===== config.mk =====
export PLATFORM = sky130hd
export DESIGN_NAME = irq_status_ctrl
export DESIGN_NICKNAME = d
export VERILOG_FILES = /design/src/rtl/irq_pkg.sv /design/src/rtl/irq_source_map.sv /design/src/rtl/irq_flag_bank.sv /design/src/rtl/irq_readback.sv /design/src/rtl/irq_status_ctrl.sv
export SDC_FILE = /design/constraint.sdc
export NUM_CORES = 1
export LEC_CHECK = 0
export ABC_AREA = 0
export CORE_AREA = 2 2 61 46
export CTS_BUF_LIST = sky130_fd_sc_hd__clkbuf_8 sky130_fd_sc_hd__clkbuf_16
export DETAILED_ROUTE_END_ITERATION = 8
export DIE_AREA = 0 0 63 48
export GPL_TIMING_DRIVEN = 0
export PLACE_DENSITY = 0.78
export SLEW_MARGIN = 20
export SYNTH_ARGS = -nofsm -noshare
export SYNTH_HDL_FRONTEND = slang
export SYNTH_SLANG_ARGS = --single-unit
export TNS_END_PERCENT = 5

===== constraint.sdc =====
create_clock -name clk -period 1.45 [get_ports clk]
set_input_delay 0.29 -clock clk [delete_from_list [all_inputs] [get_ports clk]]
set_output_delay 0.29 -clock clk [all_outputs]
set_load 0.05 [all_outputs]

===== src/rtl/irq_pkg.sv =====
package irq_pkg;
  localparam int NFLAG  = 6;
  localparam int B_EVT  = 0;
  localparam int B_GPI  = 1;
  localparam int B_OVF  = 2;
  localparam int B_LOCK = 3;
  localparam int B_LOG1 = 4;
  localparam int B_LOG2 = 5;
  localparam int EC_W   = 5;
  localparam int DW     = 8;
  localparam int AW     = 8;
  localparam logic [AW-1:0] A_ID   = 8'h00;
  localparam logic [AW-1:0] A_INT  = 8'h01;
  localparam logic [AW-1:0] A_STAT = 8'h02;
  localparam logic [3:0]    MFR_ID = 4'b0001;
endpackage


===== src/rtl/irq_source_map.sv =====
module irq_source_map
  import irq_pkg::*;
#(
  parameter int GPI_N = 8
) (
  input  logic             logic1_hit,
  input  logic             logic2_hit,
  input  logic [1:0]       logic_to_fifo,
  input  logic             lock_evt,
  input  logic             lock_sw_cause,
  input  logic             ovf_hit,
  input  logic             key_evt,
  input  logic [GPI_N-1:0] gpi_hit,
  input  logic [GPI_N-1:0] gpi_to_fifo,
  output logic [NFLAG-1:0] set_vec
);
  logic gpi_direct;
  logic gpi_fifo;

  // Split the GPI hits by routing: direct pins feed the GPI flag,
  // FIFO-routed pins feed the event flag.
  always_comb begin
    gpi_direct = |(gpi_hit & ~gpi_to_fifo);
    gpi_fifo   = |(gpi_hit & gpi_to_fifo);
  end

  always_comb begin
    set_vec         = '0;
    set_vec[B_LOG2] = logic2_hit & ~logic_to_fifo[1];
    set_vec[B_LOG1] = logic1_hit & ~logic_to_fifo[0];
    // A lock change caused by software raises no lock flag.
    set_vec[B_LOCK] = lock_evt & ~lock_sw_cause;
    set_vec[B_OVF]  = ovf_hit;
    set_vec[B_GPI]  = gpi_direct;
    set_vec[B_EVT]  = key_evt | gpi_fifo
                    | (logic1_hit & logic_to_fifo[0])
                    | (logic2_hit & logic_to_fifo[1]);
  end
endmodule


===== src/rtl/irq_flag_bank.sv =====
module irq_flag_bank #(
  parameter int W = 6
) (
  input  logic         clk,
  input  logic         rst_n,
  input  logic [W-1:0] set,
  input  logic [W-1:0] clr,
  input  logic [W-1:0] keep,
  output logic [W-1:0] q
);
  for (genvar i = 0; i < W; i++) begin : g_flag
    logic d;
    logic ce;

    // A set beats a clear in the same cycle; keep blocks the clear.
    always_comb begin
      ce = set[i] | (clr[i] & ~keep[i]);
      d  = set[i];
    end

    always_ff @(posedge clk or negedge rst_n) begin
      if (!rst_n)  q[i] <= 1'b0;
      else if (ce) q[i] <= d;
    end
  end
endmodule


===== src/rtl/irq_readback.sv =====
module irq_readback
  import irq_pkg::*;
#(
  parameter logic [3:0] REV = 4'd1
) (
  input  logic [AW-1:0]    addr,
  input  logic [NFLAG-1:0] flags,
  input  logic             logic1_lvl,
  input  logic             logic2_lvl,
  input  logic             locked,
  input  logic [EC_W-1:0]  evt_count,
  output logic [DW-1:0]    rdata
);
  localparam int PAD = DW - NFLAG;

  always_comb begin
    unique case (addr)
      A_ID:    rdata = {MFR_ID, REV};
      A_INT:   rdata = {{PAD{1'b0}}, flags};
      A_STAT:  rdata = {logic2_lvl, logic1_lvl, locked, evt_count};
      default: rdata = '0;
    endcase
  end
endmodule


===== src/rtl/irq_status_ctrl.sv =====
module irq_status_ctrl
  import irq_pkg::*;
#(
  parameter int         GPI_N = 8,
  parameter logic [3:0] REV   = 4'd1
) (
  input  logic             clk,
  input  logic             rst_n,
  input  logic             reg_wr,
  input  logic [AW-1:0]    reg_addr,
  input  logic [DW-1:0]    reg_wdata,
  output logic [DW-1:0]    reg_rdata,
  input  logic             logic1_hit,
  input  logic             logic2_hit,
  input  logic [1:0]       logic_to_fifo,
  input  logic             logic1_lvl,
  input  logic             logic2_lvl,
  input  logic             lock_evt,
  input  logic             lock_sw_cause,
  input  logic             locked,
  input  logic             ovf_hit,
  input  logic             key_evt,
  input  logic [GPI_N-1:0] gpi_hit,
  input  logic [GPI_N-1:0] gpi_to_fifo,
  input  logic [GPI_N-1:0] gpi_pend,
  input  logic [EC_W-1:0]  evt_count,
  input  logic [NFLAG-1:0] irq_en,
  output logic             irq
);
  logic [NFLAG-1:0] set_vec;
  logic [NFLAG-1:0] clr_vec;
  logic [NFLAG-1:0] keep_vec;
  logic [NFLAG-1:0] stat_q;
  logic             irq_d;
  logic             irq_q;

  irq_source_map #(.GPI_N(GPI_N)) u_map (
    .logic1_hit    (logic1_hit),
    .logic2_hit    (logic2_hit),
    .logic_to_fifo (logic_to_fifo),
    .lock_evt      (lock_evt),
    .lock_sw_cause (lock_sw_cause),
    .ovf_hit       (ovf_hit),
    .key_evt       (key_evt),
    .gpi_hit       (gpi_hit),
    .gpi_to_fifo   (gpi_to_fifo),
    .set_vec       (set_vec)
  );

  // A write to the flag address clears the bits written as 1.
  always_comb begin
    clr_vec         = (reg_wr && reg_addr == A_INT) ? reg_wdata[NFLAG-1:0] : '0;
    keep_vec        = '0;
    keep_vec[B_GPI] = |gpi_pend;
  end

  irq_flag_bank #(.W(NFLAG)) u_flags (
    .clk   (clk),
    .rst_n (rst_n),
    .set   (set_vec),
    .clr   (clr_vec),
    .keep  (keep_vec),
    .q     (stat_q)
  );

  irq_readback #(.REV(REV)) u_rd (
    .addr       (reg_addr),
    .flags      (stat_q),
    .logic1_lvl (logic1_lvl),
    .logic2_lvl (logic2_lvl),
    .locked     (locked),
    .evt_count  (evt_count),
    .rdata      (reg_rdata)
  );

  always_comb irq_d = |(stat_q & irq_en);

  always_ff @(posedge clk or negedge rst_n) begin
    if (!rst_n) irq_q <= 1'b0;
    else        irq_q <= irq_d;
  end

  assign irq = irq_q;
endmodule


# Word level (Yosys, flattened, before mapping)

Cells that the tools add are included.

Input bits: 65
Output and inout bits: 9
Register bits: 7

Eq/ne operators: 2
Reduce and logical (&&, ||, !) cells: 6
Muxes and demuxes: 2
Bitwise logic cells: 23

Operator list:

| kind                                                             | number |
|---|---|
| 8-bit case mux with 3 select lines                               | 1 |
| 8-bit OR reduction                                               | 3 |
| 8-bit AND                                                        | 2 |
| 1-bit bitwise OR                                                 | 9 |
| 8-bit by 1-bit == test with 1-bit output (second input constant) | 1 |
| 8-bit by 2-bit == test with 1-bit output (second input constant) | 1 |
| 8-bit zero test                                                  | 1 |
| 8-bit NOT                                                        | 1 |
| 1-bit AND                                                        | 6 |
| 6-bit AND                                                        | 1 |
| 6-bit two-way mux                                                | 1 |
| 6-bit OR reduction                                               | 1 |
| 1-bit NOT                                                        | 4 |
| 1-bit logical AND                                                | 1 |

# Depth between registers and ports, before layout

Gate-level depths: netlist of run 1.

Depth in word-level cells: 6
Gate-level depth with buffers: 5

# Modules after synthesis

Synthesis of run 1 repeated with hierarchy kept, for this count alone.

Cell total of the unflattened synthesis: 91
Area total of the unflattened synthesis: 720.7 µm²

Modules (own cells, without submodules):

| module          | cells an instance | area an instance (µm²) | times used |
|---|---|---|---|
| irq_flag_bank   | 18                | 232.7                  | 1 |
| irq_status_ctrl | 24                | 183.9                  | 1 |
| irq_readback    | 25                | 158.9                  | 1 |
| irq_source_map  | 24                | 145.1                  | 1 |

# Worst setup path before layout of run 1

No wires, ideal clock.

Path kind: input to output
Start: input reg_addr[7]
End: output reg_rdata[0]
Slack: -0.252 ns
Data arrival time: 1.412 ns
Stages: 3
Path through: nor4_2 > nand2_1 > nor2_1

Word-level cells in the longest chain between the ends: 2
Elaborated cells on any way between the ends: 4
Those cells by class: eq/ne (2); mux (1); reduce/logical (1)

RTL lines:

| element                                                          | RTL line              | source |
|---|---|---|
| from (decl)                                                      | irq_status_ctrl.sv:10 | `input logic [AW-1:0] reg_addr,` |
| 8-bit by 2-bit == test with 1-bit output (tied with other cells) | irq_readback.sv:17    | `unique case (addr)` |
| 8-bit case mux with 3 select lines (*)                           | irq_readback.sv:17    |  |
| to (decl)                                                        | irq_status_ctrl.sv:12 | `output logic [DW-1:0] reg_rdata,` |

Every way passes the cells marked *; elsewhere a longest branch is shown, timed or not.

# Worst setup path after layout of run 1

Start: input reg_addr[2]
End: output reg_rdata[6]

Same word-level chain as after synthesis.

==> results of run 1 <==
==> layer usage <==
metal  part of all wire  up-vias  global-route usage
li1                   -      428                   -
met1               0.34      401               0.158
met3              0.093        2              0.0635
met5                  0        -                   0
met4             0.0028        0              0.0222
met2               0.57       41               0.362
==> per-stage QoR <==
step | area [µm²] | hold WS [ps]
final | 1480 | 320
after global routing | 1480 | 342
after CTS | 1480 | 327
after detailed placement | 1360 | 516
after global placement | 1360 | 511
after floorplan | 604 | -5.59
==> cell type report <==
type	instances	area [µm²]
fill	223	908
timing repair buffer	71	724
multi-input combinational	53	423
sequential	7	175
inverter	14	52.6
tap	34	42.5
clock buffer	3	41.3
buffer	1	11.3
clock inverter	1	5.00
==> sequential cells by signal, indices dropped and copies added (netlist names) <==
register   flops
irq            1
u_flags.q      6
==> power groups by stage <==
stage / Clock, µW / Sequential (µW) / Combinational [µW]
floorplan: 0 / 201 / 51.8
finish: 272 / 197 / 257
global placement: 0 / 200 / 241
global route: 289 / 197 / 274
CTS: 279 / 197 / 256
detailed placement: 0 / 200 / 247
==> repair_timing <==
item / in CTS / in global routing
pin swaps: 7 / 1
gates resized for setup: 97 / 0
endpoints found under the setup margin: 15 / 9
==> worst max path at each step <==
| stage | startpoint | end | slack [ps] |
|---|---|---|---|
| after CTS | reg_addr[2] | reg_rdata[7] | -100 |
| after global routing | reg_addr[2] | reg_rdata[7] | -120 |
| final | reg_addr[2] | reg_rdata[6] | -80 |
| after detailed placement | reg_addr[7] | reg_rdata[6] | -1220 |
| after global placement | reg_addr[7] | reg_rdata[6] | -1170 |
| after floorplan | reg_addr[7] | reg_rdata[0] | -120 |
==> cells by family (layout without fill, tap and decap cells) <==
family / Yosys count / in the layout
simple gates: 27 / 27
compound gates: 26 / 26
buf+inv: 15 / 90
flops: 7 / 7
==> cells in the final DEF (no fill, tap or decap), drive strengths merged, types with 2 or more instances in the layout <==
cell type / instances
clkdlybuf4s50: 54
inv: 14
buf: 12
a22oi: 10
nor2: 8
dfrtp: 7
nand2: 7
a21oi: 6
a22o: 3
clkbuf: 3
dlygate4sd2: 3
clkdlybuf4s15: 3
and3: 2
nand3: 2
o22ai: 2
nor2b: 2
==> results by group, run 1 <==
Critical path
  • Worst EP required: roughly 1200 ps
  • Critical Path Sink Type: output pin
  • Signal arrival time at the worst endpoint: 1240 ps
  • R2R Path End: u_flags.q[1]$_DFFE_PN0P_
  • Crit path buf inv count: 3
  • FF-to-FF Start: u_flags.q[1]$_DFFE_PN0P_
  • R2R depth: 1
  • Crit path max-delay family: simple AND/OR/NAND/NOR gates
  • Slowest CP cell: nor4_4
  • Reg-to-reg setup timing slack: between 500 and 600 ps
  • Levels on crit path: 6
  • Crit-path max FO: 7
  • Crit-path cells: buf_6 > nor4_4 > nand2_4 > inv_2 > and3_4 > buf_8
  • Worst Setup Start Kind: primary input
  • Crit path kind: primary input to output pin
  • Slowest stage delay, CP: approximately 330 ps

Logic synthesis
  • Main area contributors after synthesis: dfrtp_1 (30%), a22oi_1 (13%), inv_1 (9.0%), a21oi_1 (5.1%), nor2_1 (5.1%)
  • Syn nets: 140
  • Top FF cell, synth: dfrtp_1
  • Mux cell area share after synthesis: 0
  • Post-Synth Adder-Cell Area: 0
  • Most frequent cell after synthesis: inv_1
  • Area share of the largest cell type after synthesis: 0.299
  • Post-Synthesis Cells: between 70 and 80
  • Flops & latches, synth: 7
  • Yosys Warn Count: 0
  • Synth async-reset ratio: 1.00
  • Compound-Gate Fraction of Synth Area: 0.324
  • Cell taking the most area after synthesis: dfrtp_1
  • Post-synthesis simple-gate area fraction: 0.275
  • Synth unique cells: 23
  • Post-synthesis cell area: approximately 590 µm²
  • Combinational family with the most area after synthesis: compound AO/OA/AOI/OAI gates
  • Top post-synthesis cells by count: inv_1 (14), a22oi_1 (10), nor2_1 (8)
  • Syn Area/Cell: approximately 8 µm²
  • EDFF count, synth: 0
  • Xor/xnor share of the synthesized area: 0
  • Sequential share of the synthesized area: 0.299

Clock network
  • Clk buf depth: 2
  • Clk sinks: 7
  • CTS tree: built
  • TritonCTS Buffers: 3
  • Worst-path clk slew: roughly 40 ps
  • # Post-CTS Setup Buffers: 0
  • Htree depth: 1
  • Worst skew pair latency: about 230 ps
  • Hold-fix buffer count after cts: 0
  • CTS root buffer: clkbuf_8

Power and ir drop
  • Clock power frac: 0.374
  • P_sw: 168 µW
  • Power per cell area: 493 mW/mm²
  • Sw Share: 0.232
  • Peak supply drop: 517 µV
  • Power Total: around 730 µW
  • Internal power: around 560 µW
  • Comb power frac: 0.354
  • Static leakage: ~0.00063 µW
  • Seq pwr share: 0.272

Floorplanning
  • Die height: 48 µm
  • Die width: about 63 µm
  • Starting density of the core: 0.246
  • Std-Cell Rows: 15
  • Total die area: roughly 0.0030 mm²
  • CORE AREA: 0.00238 mm²
  • Ports: 74

Cells and area
  • Ant diodes: 0
  • Final Non-Filler Cells: around 180
  • Area growth, synth to finish: 151%
  • Final net count: 216
  • Core Util, Final: 0.619
  • Layout cells sized above 1: 0.240

Global routing
  • Total Routing Usage GR: 0.166
  • Global route overflow: 0
  • Initial antenna violation count: 0
  • Vias in the first global route: just under 900
  • First-pass GRT wire length: 3.75 mm
  • Pin count of the biggest net entering global routing: 8

Run status
  • Failing checks: setup timing
  • Run status: finished, violations left

Routing
  • Pre-Repair DR Iteration Count: 6
  • Wire per inst: between 10 and 15 µm
  • Vias: roughly 870
  • Drt initial violations: 14
  • Drc violations: 0
  • Vias per inst: ~4.7
  • Final WL: between 2 and 2.5 mm
  • Routed Antenna Nets: 0

Place
  • Port bufs: 71
  • Dpl ws: -1220 ps
  • GP Congestion: 0.731
  • Placed cells: between 150 and 200
  • DPL Wire Length: a little over 2 mm

STA
  • RSZ-0062 raised after global routing: yes
  • Rel. slew slack: 0.671
  • Max-slew violations: 0
  • Skew final: roughly 3.8 ps
  • Tmin final: ~1500 ps
  • Final worst setup slack: -79.1 ps
  • Worst-Margin Slew: just under 500 ps
  • Endpoints failing setup: 9
  • Highest clock rate: 654 MHz
  • Setup TNS Final: -221 ps
  • Hold Violations, Final: 0
  • Period utilization: 1.05

Run
  • Max-Cap Viols: 0

Hold path
  • HP Class: primary input to async pin
No activity file was read; power rests on OpenSTA's default activity.
==> run 2, diff against run 1 <==
--- a/config.mk
+++ b/config.mk
@@ -6,6 +6,7 @@
 export NUM_CORES = 1
 export LEC_CHECK = 0
 export ABC_AREA = 0
+export CAP_MARGIN = 10
 export CORE_AREA = 2 2 61 46
 export CTS_BUF_LIST = sky130_fd_sc_hd__clkbuf_8 sky130_fd_sc_hd__clkbuf_16
 export DETAILED_ROUTE_END_ITERATION = 8
==> constraint.sdc (replaced) <==
create_clock -name clk -period 1.55 [get_ports clk]
set_input_delay 0.31 -clock clk [delete_from_list [all_inputs] [get_ports clk]]
set_output_delay 0.31 -clock clk [all_outputs]
set_load 0.05 [all_outputs]
==> results by group, run 2 (same netlist as run 1, synthesis figures left out) <==
Floorplanning
  • Std-Cell Rows: 15
  • Die width: approximately 63 µm
  • Starting density of the core: 0.246
  • Total die area: between 0.003 and 0.004 mm²
  • CORE AREA: about 0.0024 mm²
  • Die height: approximately 48 µm
  • Ports: between 70 and 80

Power and ir drop
  • Static leakage: 0.000613 µW
  • Peak supply drop: between 200 and 300 µV
  • Power per cell area: 464 mW/mm²

Critical path
  • Crit-path cells: buf_6 > nor4_4 > nand2_2 > inv_2 > and3_4 > buf_8
  • Slowest stage delay, CP: 290 ps
  • Signal arrival time at the worst endpoint: about 1300 ps
  • Crit path kind: primary input to output pin
  • Slowest CP cell: nor4_4
  • Crit-path max FO: 7
  • Worst Setup Start Kind: primary input
  • Critical Path Sink Type: output pin
  • Worst EP required: 1240 ps

Global routing
  • Initial antenna violation count: 0
  • First-pass GRT wire length: 3.90 mm
  • Total Routing Usage GR: 0.171
  • Pin count of the biggest net entering global routing: 8
  • Vias in the first global route: roughly 880
  • Global route overflow: 0

Clock network
  • Worst skew pair latency: between 200 and 250 ps
  • # Post-CTS Setup Buffers: 0
  • Worst-path clk slew: approximately 40 ps
  • Clk buf depth: 2
  • Clk sinks: 7
  • Htree depth: 1
  • CTS tree: built
  • Hold-fix buffer count after cts: 0
  • TritonCTS Buffers: 3
  • CTS root buffer: clkbuf_8

Place
  • Dpl ws: -1070 ps
  • Placed Area: approximately 0.0013 mm²
  • Placed cells: between 150 and 200
  • GP Congestion: 0.830
  • DPL Wire Length: 2.07 mm
  • Port bufs: 71

STA
  • RSZ-0062 raised after global routing: yes
  • Final worst setup slack: -13.6 ps
  • Highest clock rate: 640 MHz
  • Endpoints failing setup: 2
  • Worst-Margin Slew: a little under 500 ps
  • Max-slew violations: 0
  • Hold Violations, Final: 0
  • Tmin final: approximately 1600 ps
  • Setup TNS Final: -25.8 ps
  • Rel. slew slack: 0.678
  • Period utilization: 1.01
  • Skew final: between 2 and 3 ps

Routing
  • Wire per inst: 13.1 µm
  • Pre-Repair DR Iteration Count: 4
  • Vias per inst: between 4 and 5
  • Drt initial violations: 25
  • Vias: between 800 and 900
  • Drc violations: 0
  • Routed Antenna Nets: 0
  • Final WL: 2.42 mm

Run status
  • Failing checks: setup timing
  • Run status: finished, violations left

Cells and area
  • # fillers: 230
  • Area of the multi-input gates: 384 µm²
  • Most common cell after layout, fill and taps aside: clkdlybuf4s50_1
  • Reg area: ~180 µm²
  • Layout cells sized above 1: 0.180
  • Cell area after layout: approximately 0.0014 mm²
  • Area growth, synth to finish: 143%
  • Final net count: 216
  • Reg with most FFs: u_flags.q
  • Ant diodes: 0
  • Final Non-Filler Cells: between 150 and 200
  • Most frequent cells in the layout: clkdlybuf4s50_1 (54), inv_1 (14), a22oi_1 (10), nor2_1 (7), dfrtp_1 (7)
  • Largest register FFs: 6

Hold path
  • HP Class: primary input to async pin

Run
  • Max-Cap Viols: 0
-- run 2: cell count changes in the layout (fill, tap and decap cells not counted), sizes merged --
| cell | delta |
|---|---|
| clkinv | -1 |
| inv | +1 |
-- run 2: area by class of cell --
cell class,count,area share
Buffer,1,0.00791
Clock buffer,3,0.0290
Clock inverter,1,0.00264
Inverter,14,0.0369
Multi-Input combinational cell,53,0.270
Sequential cell,7,0.123
Tap cell,34,0.0299
Timing Repair Buffer,71,0.501
-- run 2: where the power goes --
part / switching (µW) / internal [µW]
clock network: 73.4 / 171
logic: 70.2 / 162
registers: 0.430 / 184
total: 144 / 517
-- run 2: per-layer routing --
metal | global-route usage | vias to the layer above | part of all wire
met3 | 0.0753 | 2 | 0.089
met5 | 0 | - | 0
met2 | 0.351 | 41 | 0.53
li1 | - | 424 | -
met1 | 0.167 | 394 | 0.38
met4 | 0.0356 | 0 | 0.0046
-- run 2: worst paths after layout --
path	start	endpoint	slack, ps	cells past startpoint
max in group asynchronous	rst_n	u_flags.q[3]$_DFFE_PN0P_	970	1
hold reg to reg	u_flags.q[2]$_DFFE_PN0P_	u_flags.q[2]$_DFFE_PN0P_	520	1
min in group clk	u_flags.q[2]$_DFFE_PN0P_	u_flags.q[2]$_DFFE_PN0P_	520	1
setup reg to reg	u_flags.q[1]$_DFFE_PN0P_	u_flags.q[1]$_DFFE_PN0P_	620	1
hold / removal	rst_n	u_flags.q[2]$_DFFE_PN0P_	340	1
setup / recovery	reg_addr[2]	reg_rdata[6]	-10	6
-- run 2: critical path: cells and delay by family --
kind	cells	cell delay, ps
simple gates	3	620
buf+inv	3	330
-- run 2: timing repair --
action,in CTS,in global routing
resized for setup,85,6
endpoints found under the setup margin,15,9
pin swaps,7,1
-- run 2: through the flow --
step | util | power, µW | hold slack [ps]
2_1_floorplan | - | 234 | 14.4
3_3_place_gp | 0.562 | 410 | 502
3_5_place_dp | 0.562 | 417 | 512
4_1_cts | 0.591 | 670 | 354
5_1_grt | 0.597 | 702 | 385
6_report | 0.597 | 661 | 342
